**config.mk**
```make
export PLATFORM = sky130hd
export DESIGN_NAME = prefetch_queue
export DESIGN_NICKNAME = d
export VERILOG_FILES = /design/src/rtl/pfq_pkg.sv /design/src/rtl/pfq_ctrl.sv /design/src/rtl/pfq_ptr.sv /design/src/rtl/pfq_store.sv /design/src/rtl/prefetch_queue.sv
export SDC_FILE = /design/constraint.sdc
export NUM_CORES = 1
export LEC_CHECK = 0
export ABC_AREA = 1
export BUFFER_PORTS_ARGS = -buffer_cell sky130_fd_sc_hd__buf_2
export CAP_MARGIN = 20
export CORE_MARGIN = 2
export CORE_UTILIZATION = 51
export CTS_CLUSTER_SIZE = 20
export DETAILED_ROUTE_END_ITERATION = 7
export PLACE_DENSITY = 0.81
export SETUP_SLACK_MARGIN = 0.1
export SLEW_MARGIN = 5
export SYNTH_ARGS = -nofsm -noshare
export SYNTH_HDL_FRONTEND = slang
export SYNTH_SLANG_ARGS = --single-unit
```
**constraint.sdc**
```tcl
create_clock -name clk -period 1.8 [get_ports clk]
set_input_delay 0.27 -clock clk [delete_from_list [all_inputs] [get_ports clk]]
set_output_delay 0.27 -clock clk [all_outputs]
set_load 0.005 [all_outputs]
```
**src/rtl/pfq_pkg.sv**
```systemverilog
package pfq_pkg;

    typedef enum logic [0:0] {
        ST_IDLE  = 1'b0,
        ST_FETCH = 1'b1
    } pfq_state_e;

endpackage

```
**src/rtl/pfq_ctrl.sv**
```systemverilog
module pfq_ctrl
    import pfq_pkg::*;
#(
    parameter int DEPTH    = 6,
    parameter int MIN_FREE = 2,
    localparam int CNT_W   = $clog2(DEPTH + 1)
) (
    input  logic             clk,
    input  logic             rst_n,
    input  logic             flush,
    input  logic             oper_req,
    input  logic [CNT_W-1:0] count,
    input  logic             fetch_ack,
    output logic             fetch_req,
    output logic             accept
);

    localparam logic [CNT_W-1:0] START_MAX = CNT_W'(DEPTH - MIN_FREE);

    pfq_state_e state, state_nx;
    logic       room_ok;

    assign room_ok = (count <= START_MAX);

    always_ff @(posedge clk or negedge rst_n) begin
        if (!rst_n) state <= ST_IDLE;
        else        state <= state_nx;
    end

    always_comb begin
        state_nx = state;
        unique case (state)
            ST_IDLE: begin
                if (!flush && !oper_req && room_ok) state_nx = ST_FETCH;
            end
            ST_FETCH: begin
                if (flush || fetch_ack) state_nx = ST_IDLE;
            end
            default: state_nx = ST_IDLE;
        endcase
    end

    always_comb begin
        fetch_req = 1'b0;
        accept    = 1'b0;
        unique case (state)
            ST_IDLE: begin
                fetch_req = 1'b0;
            end
            ST_FETCH: begin
                fetch_req = 1'b1;
                accept    = fetch_ack && !flush;
            end
            default: begin
                fetch_req = 1'b0;
            end
        endcase
    end


    req_hold_chk: assert property (@(posedge clk) disable iff (!rst_n)
        (fetch_req && !fetch_ack && !flush) |=> fetch_req);


    no_start_oper_chk: assert property (@(posedge clk) disable iff (!rst_n)
        $rose(fetch_req) |-> !$past(oper_req));


    no_start_full_chk: assert property (@(posedge clk) disable iff (!rst_n)
        $rose(fetch_req) |-> ($past(count) <= START_MAX));

endmodule

```
**src/rtl/pfq_ptr.sv**
```systemverilog
module pfq_ptr #(
    parameter int          ADDR_W     = 20,
    parameter logic [19:0] RESET_ADDR = 20'hFFFF0
) (
    input  logic              clk,
    input  logic              rst_n,
    input  logic              load,
    input  logic [ADDR_W-1:0] load_addr,
    input  logic              advance,
    input  logic              fetch_req,
    input  logic              fetch_ack,
    input  logic [15:0]       bus_word,
    output logic [ADDR_W-1:0] addr,
    output logic              odd,
    output logic [1:0]        push_n,
    output logic [7:0]        push_b0,
    output logic [7:0]        push_b1
);

    logic [ADDR_W-1:0] step;

    assign odd  = addr[0];
    assign step = odd ? ADDR_W'(1) : ADDR_W'(2);

    always_ff @(posedge clk or negedge rst_n) begin
        if (!rst_n)       addr <= ADDR_W'(RESET_ADDR);
        else if (load)    addr <= load_addr;
        else if (advance) addr <= addr + step;
    end

    always_comb begin
        push_n  = 2'd0;
        push_b0 = bus_word[7:0];
        push_b1 = bus_word[15:8];
        if (advance) begin
            if (odd) begin
                push_n  = 2'd1;
                push_b0 = bus_word[15:8];
            end else begin
                push_n  = 2'd2;
            end
        end
    end


    addr_stable_chk: assert property (@(posedge clk) disable iff (!rst_n)
        (fetch_req && !fetch_ack && !load) |=> $stable(addr));

endmodule

```
**src/rtl/pfq_store.sv**
```systemverilog
module pfq_store #(
    parameter int DEPTH   = 6,
    localparam int CNT_W  = $clog2(DEPTH + 1),
    localparam int PTR_W  = (DEPTH > 1) ? $clog2(DEPTH) : 1
) (
    input  logic             clk,
    input  logic             rst_n,
    input  logic             clear,
    input  logic [1:0]       push_n,
    input  logic [7:0]       push_b0,
    input  logic [7:0]       push_b1,
    input  logic             pop,
    output logic             head_valid,
    output logic [7:0]       head_byte,
    output logic [CNT_W-1:0] count
);

    logic [7:0]       mem [DEPTH];
    logic [PTR_W-1:0] rd_ptr, wr_ptr, wr_ptr1;
    logic             pop_ok;
    logic [CNT_W-1:0] cnt_nx;

    function automatic logic [PTR_W-1:0] wrap_inc(input logic [PTR_W-1:0] p);
        return (p == PTR_W'(DEPTH - 1)) ? '0 : p + 1'b1;
    endfunction

    assign head_valid = (count != '0);
    assign head_byte  = mem[rd_ptr];
    assign pop_ok     = pop && head_valid;
    assign wr_ptr1    = wrap_inc(wr_ptr);
    assign cnt_nx     = count - CNT_W'(pop_ok) + CNT_W'(push_n);

    always_ff @(posedge clk or negedge rst_n) begin
        if (!rst_n) begin
            rd_ptr <= '0;
            wr_ptr <= '0;
            count  <= '0;
        end else if (clear) begin
            rd_ptr <= '0;
            wr_ptr <= '0;
            count  <= '0;
        end else begin
            if (pop_ok) rd_ptr <= wrap_inc(rd_ptr);
            if (push_n == 2'd1) wr_ptr <= wr_ptr1;
            else if (push_n == 2'd2) wr_ptr <= wrap_inc(wr_ptr1);
            count <= cnt_nx;
        end
    end

    always_ff @(posedge clk) begin
        if (!clear) begin
            if (push_n != 2'd0) mem[wr_ptr]  <= push_b0;
            if (push_n == 2'd2) mem[wr_ptr1] <= push_b1;
        end
    end


    no_overflow_chk: assert property (@(posedge clk) disable iff (!rst_n)
        count <= CNT_W'(DEPTH));


    pop_empty_chk: assert property (@(posedge clk) disable iff (!rst_n)
        (pop && !head_valid && push_n == 2'd0 && !clear) |=> (count == '0));


    flush_empty_chk: assert property (@(posedge clk) disable iff (!rst_n)
        clear |=> (count == '0));

endmodule

```
**src/rtl/prefetch_queue.sv**
```systemverilog
module prefetch_queue #(
    parameter int          DEPTH      = 6,
    parameter int          MIN_FREE   = 2,
    parameter int          ADDR_W     = 20,
    parameter logic [19:0] RESET_ADDR = 20'hFFFF0,
    localparam int         CNT_W      = $clog2(DEPTH + 1)
) (
    input  logic              clk,
    input  logic              rst_n,
    input  logic              flush,
    input  logic [ADDR_W-1:0] flush_addr,
    input  logic              oper_req,
    output logic              fetch_req,
    output logic [ADDR_W-1:0] fetch_addr,
    output logic              fetch_byte,
    input  logic              fetch_ack,
    input  logic [15:0]       fetch_data,
    output logic              byte_valid,
    output logic [7:0]        byte_data,
    input  logic              pop,
    output logic [CNT_W-1:0]  count
);

    logic       accept;
    logic       odd;
    logic [1:0] push_n;
    logic [7:0] push_b0, push_b1;

    pfq_ctrl #(
        .DEPTH    (DEPTH),
        .MIN_FREE (MIN_FREE)
    ) u_ctrl (
        .clk       (clk),
        .rst_n     (rst_n),
        .flush     (flush),
        .oper_req  (oper_req),
        .count     (count),
        .fetch_ack (fetch_ack),
        .fetch_req (fetch_req),
        .accept    (accept)
    );

    pfq_ptr #(
        .ADDR_W     (ADDR_W),
        .RESET_ADDR (RESET_ADDR)
    ) u_ptr (
        .clk       (clk),
        .rst_n     (rst_n),
        .load      (flush),
        .load_addr (flush_addr),
        .advance   (accept),
        .fetch_req (fetch_req),
        .fetch_ack (fetch_ack),
        .bus_word  (fetch_data),
        .addr      (fetch_addr),
        .odd       (odd),
        .push_n    (push_n),
        .push_b0   (push_b0),
        .push_b1   (push_b1)
    );

    pfq_store #(
        .DEPTH (DEPTH)
    ) u_store (
        .clk        (clk),
        .rst_n      (rst_n),
        .clear      (flush),
        .push_n     (push_n),
        .push_b0    (push_b0),
        .push_b1    (push_b1),
        .pop        (pop),
        .head_valid (byte_valid),
        .head_byte  (byte_data),
        .count      (count)
    );

    assign fetch_byte = fetch_req && odd;

endmodule

```
# Word-level counts from Yosys, hierarchy flattened
# Memories as Yosys holds them, arrays and structs flattened.
# Cells that the tools add are included.
# classes
n_addsub	6
mul	0
div_mod_pow	0
n_lt_le_gt_ge	1
n_eq_ne	5
shifts	0
mux	27
bitwise	1
n_reduce_logical	13
# ops
operator	n
$mux W20	2
$mux W3	9
$add A20 B20 Y20	1
$mux W8	2
$add A3 B1 Y3 const B	3
$eq A3 B3 Y1 const B	3
$mux W1	9
$mux W2	3
$reduce_bool A2 Y1	3
$reduce_bool A3 Y1	2
$logic_and A1 B1 Y1	5
$pmux W1 S2	2
$add A3 B2 Y3	1
$le A3 B3 Y1 const B	1
$sub A3 B1 Y3	1
$eq A2 B1 Y1 const B	1
$eq A2 B2 Y1 const B	1
$logic_not A1 Y1	2
$logic_or A1 B1 Y1	1
$not A1 Y1	1
# totals
ff_bits	30
latch_bits	0
ram_bits	48
romBits	0
in_bits	42
out_inout_bits	34
word_cells	59
mem_count	1
# mem_list
name	words	word_bits	read_ports	rd_clocked_by_memory_dff	write_ports	line	source
u_store.mem	6	8	1	0	2	pfq_store.sv:18	logic [7:0] mem [DEPTH];

# Logic depth before layout (Yosys ltp)
# depth
depth_word	8
ltp_mapped	11
ltp_nobuf	11

# Modules after synthesis
# Synthesis repeated with hierarchy kept, for this count alone.
# hier_totals
hier_cells	599
area_unflattened_um2	4843.4
# by_module_without_submodules
mod	instances	cells_each	area_each_um2	seq_area_each_um2
pfq_store	1	362	3241.9	1666.6
pfq_ptr	1	225	1529.0	520.5
pfq_ctrl	1	10	65.1	25.0
prefetch_queue	1	2	7.5	0.0

# Worst setup path after synthesis
# Ideal clock, no wire load.
# synth_timing
kind	flip-flop to flip-flop
from	reg u_store.count[2]
to	reg u_store.count[2]
setup_ns	0.132
arrival_ns	1.747
required_time_ns	1.668
setup_slack_ns	-0.078
stages_incl_launch_ff	11
path_buffers	0
period_less_slack_ns	1.878
path_cell_list	dfrtp_1 nand3b_1 nand2_1 inv_1 ha_1 inv_1 ha_1 inv_1 fa_1 xor2_1 nor2_1
# synth_between
elab_chain_cells	5
# synth_rtl
item	line	source
start: declaration	pfq_store.sv:15	output logic [CNT_W-1:0] count
start signal: assignment	pfq_store.sv:46	count <= cnt_nx;
$reduce_bool A3 Y1	pfq_store.sv:27	assign head_valid = (count != '0);
via byte_valid	prefetch_queue.sv:18	output logic byte_valid,
$logic_and A1 B1 Y1	pfq_store.sv:29	assign pop_ok = pop && head_valid;
$sub A3 B1 Y3	pfq_store.sv:31	assign cnt_nx = count - CNT_W'(pop_ok) + CNT_W'(push_n);
$add A3 B2 Y3	pfq_store.sv:31	
$mux W3	pfq_store.sv:38	end else if (clear) begin
# The timed path passes the listed nets, and every way through them passes these cells.
# A chain may end at the register's enable or synchronous reset.

# Worst setup path in the final report
# layout_timing
from	reg u_store.rd_ptr[1]
to	out byte_data[1]
# layout_between
elab_chain_cells	1
# layout_rtl
item	line	source
start: declaration	pfq_store.sv:19	logic [PTR_W-1:0] rd_ptr, wr_ptr, wr_ptr1;
start signal: assignment	pfq_store.sv:43	if (pop_ok) rd_ptr <= wrap_inc(rd_ptr);
$mem_v2 Z6 W8	-	
end: declaration	prefetch_queue.sv:19	output logic [7:0] byte_data,
# No other way between the ends.

==> out/metrics.csv <==
stage;metric;value;unit
worst_hold_path;min-delay worst type;in -> reg;
status;status;complete, but fails checks;
global_route;GRT Total Usage;24.7;%
drt;initial detailed-routing violation count;345;
timing;WHS;0.146;ns
floorplanning;die height;99.1;microns
synth;sequential-to-total area share from yosys stat;47.9;%
synth;largest cells by area after synthesis;edfxtp_1, nand2_1, dfstp_2;
synth;syn avg cell area;8.23;sq um
pwr;Leak;2.63;nW
drt;vias;4258;
cells_and_area;Core Util, Final;65.0;%
drt;drt drc;0;
floorplanning;Cell Rows;34;
cells_and_area;P&R area growth vs syn;23.5;%
timing;relative slew slack;52.4;%
setup_path;startpoint types;flop;
drt;WL per Instance;15.5;microns
setup_path;critical path class;reg -> out;
clocking;CTS tree;built;
clocking;total clock buffers created by CTS;9;
cells_and_area;fill count;692;
global_route;initial antenna violation count;0;
setup_path;crit path capture type;output pin;
timing;final hold vios;0;
floorplanning;io pins;76;
place;Final GP Congestion;0.872;
setup_path;slowest stage cell, crit path;dfrtp_1;
timing;unrepaired setup endpoints after global routing;yes;
timing;post-route setup slack;-0.106;ns
synth;top cells by count, synth;nand2_1, o21ai_0, inv_1, nor2_1, edfxtp_1;
setup_path;arrival time worst endpoint;1.64;ns
pwr;PwrDens;1000;mW/mm^2
floorplanning;Die Wd;99.1;microns
job;max_cap viols;0;
timing;max-slew violation count;0;
setup_path;Critical Path RT;1.53;ns
synth;flops & latches, synth;78;
timing;Tmin final;1.91;ns
global_route;first-pass GRT wire length;19.2;mm
drt;final WL;12.1;mm
synth;top-count cell post-synth;nand2_1;
clocking;Root Driver;clkbuf_8;
status;failing checks;negative setup slack;
clocking;clk slew on worst S/H paths;0.09;ns
drt;Routed Antenna Nets;0;
place;Placement Setup Slack;-0.185;ns
timing;Worst Max-Slew Pin Slew;0.714;ns
setup_path;Max Fanout on Critical Path;8;
synth;synth unique cells;36;
synth;asr flop ratio synth;38.5;%
synth;syn_nets;609;
drt;DR vias/cell;5.45;
timing;period utilization;106;%
synth;Synth Instances;561;
synth;Syn. warnings;0;
floorplanning;die area;0.00983;sq mm
cells_and_area;# diodes;0;
place;port bufs;75;
timing;maximum clock frequency;525;MHz
timing;clk_skew;0.0111;ns
global_route;vias in the first global route;4106;
synth;Mapped Area;0.00462;sq mm
setup_path;Worst path max stage delay;0.43;ns
setup_path;crit-path leading delay family;flip-flops;
global_route;GRT Residual Overflow;0;
synth;Post-synth EDFFs;48;
clocking;clock latency at the later pin of the worst-skew pair;0.35;ns
floorplanning;Starting Density;52.7;%
synth;post-synth top area cell;edfxtp_1;
cells_and_area;Nets;717;
timing;final setup fails;10;
synth;prevailing post-synth register cell;edfxtp_1;
clocking;H-tree levels;3;
clocking;Num Clock Sinks;78;
setup_path;cell breakdown of the critical path;buf_4, nand2_2, inv_6, a22oi_1, o21ai_1, nand2_1, o21ai_1, buf_2;
cells_and_area;proportion of layout cells with a drive suffix above 1;31.6;%
global_route;largest net degree at the start of global routing;31;
clocking;clk buf depth;2;
floorplanning;core area;0.00876;sq mm
drt;first-pass iteration count of the detailed router;6;
setup_path;Buf+Inv Stages, Crit Path;3;
place;DPL Wire Length;8.42;mm
setup_path;most frequent CP cell;o21ai_1;
synth;area share of the largest cell type after synthesis;31.2;%
pwr;Peak VDD IR;0.473;mV
## cell type report
type	instances	area (sq um)	area share, %
Sequential cell	78	2210	38.8
Multi-Input combinational cell	402	2130	37.4
Timing Repair Buffer	118	769	13.5
Inverter	60	248	4.35
Tap cell	108	135	2.37
Clock buffer	9	124	2.17
Clock inverter	7	80.1	1.40
## state kept, by name, indices dropped and copies added (netlist names)
signal,flops
u_store.mem,48
u_ptr.addr,20
u_store.count,3
u_store.rd_ptr,3
u_store.wr_ptr,3
u_ctrl.state,1
## worst paths after layout
kind,startpoint,cells after the start,slack (ns),endpoint
worst max register to register,u_store.count[0],11,-0.07,u_store.count[2]
worst max-delay path,u_store.rd_ptr[1],8,-0.11,byte_data[1]
max in group asynchronous,rst_n,2,0.85,u_ptr.addr[3]
worst min-delay path,flush_addr[3],3,0.15,u_ptr.addr[3]
min in group asynchronous,rst_n,2,0.49,u_store.wr_ptr[0]
worst min register to register,u_ptr.addr[14],2,0.50,u_ptr.addr[14]
## worst reg2reg max path, delay by kind of cell (launching register included)
family / cells / cell delay (ns)
xor gates and xnor gates: 1 / 0.16
buffers and inverters: 4 / 0.23
adders and majority gates: 3 / 0.67
DFF: 1 / 0.39
and+or+nand+nor: 3 / 0.31
## layer usage
layer | vias to the layer above | track usage (%) | wire length, microns
met2 | 182 | 46.0 | 6510
met5 | - | 0 | 0
met4 | 0 | 9.06 | 248
met3 | 21 | 4.71 | 794
li1 | 2067 | - | -
met1 | 1988 | 28.0 | 4560
## power breakdown
part,switching [mW],internal [mW]
clock network,0.716,0.663
registers,0.132,2.07
logic,1.18,0.943
total,2.02,3.68
## repair_timing
action / in CTS / in global routing
gates cloned: 1 / 1
setup buffers: 4 / 7
resized for setup: 45 / 29
endpoints found under the setup margin: 59 / 104
hold buffers: 1 / 0
endpoints found under the hold margin: 14 / 0
pin swaps: 7 / 12
## through the flow
| step | instance area [sq um] | setup TNS (ns) | total power, mW | std cells |
|---|---|---|---|---|
| 2_1_floorplan | 4620 | -0.0990 | 3.17 | 561 |
| 3_3_place_gp | 5190 | -0.0146 | 3.86 | 752 |
| 3_5_place_dp | 5190 | -0.287 | 3.96 | 752 |
| 4_1_cts | 5540 | -0.780 | 5.56 | 774 |
| 5_1_grt | 5700 | -1.55 | 6.03 | 782 |
| 6_report | 5700 | -0.751 | 5.70 | 782 |
## cells by family (layout without fill, tap and decap cells)
kind of cell,after synthesis,after routing,share of synthesized area [%]
AO/OA/AOI/OAI,134,134,17.0
flip-flops,78,78,47.9
XOR/XNOR,8,8,1.52
AND/OR/NAND/NOR,254,254,23.4
buffers and inverters,81,194,8.35
adder cells (fa/ha/maj),6,6,1.79
## cell usage in the layout (no fill, tap or decap), types with 5 or more instances in the layout
cell type / Yosys / routed
edfxtp_1: 48 / 48
inv_2: 2 / 9
nand3_1: 20 / 19
buf_6: 7 / 5
inv_1: 55 / 46
dfstp_2: 16 / 16
xor2_1: 5 / 5
nand2_1: 166 / 161
clkbuf_8: 0 / 9
o21ai_2: 16 / 20
nand2_4: 5 / 5
dfrtp_1: 14 / 14
a21oi_1: 5 / 5
o21ai_0: 81 / 62
o21ai_1: 13 / 27
a22oi_2: 0 / 5
buf_4: 3 / 33
o211ai_1: 6 / 6
nor2_1: 52 / 48
nand2_2: 3 / 8
buf_2: 8 / 75
Power figures use the tool's default switching activity.
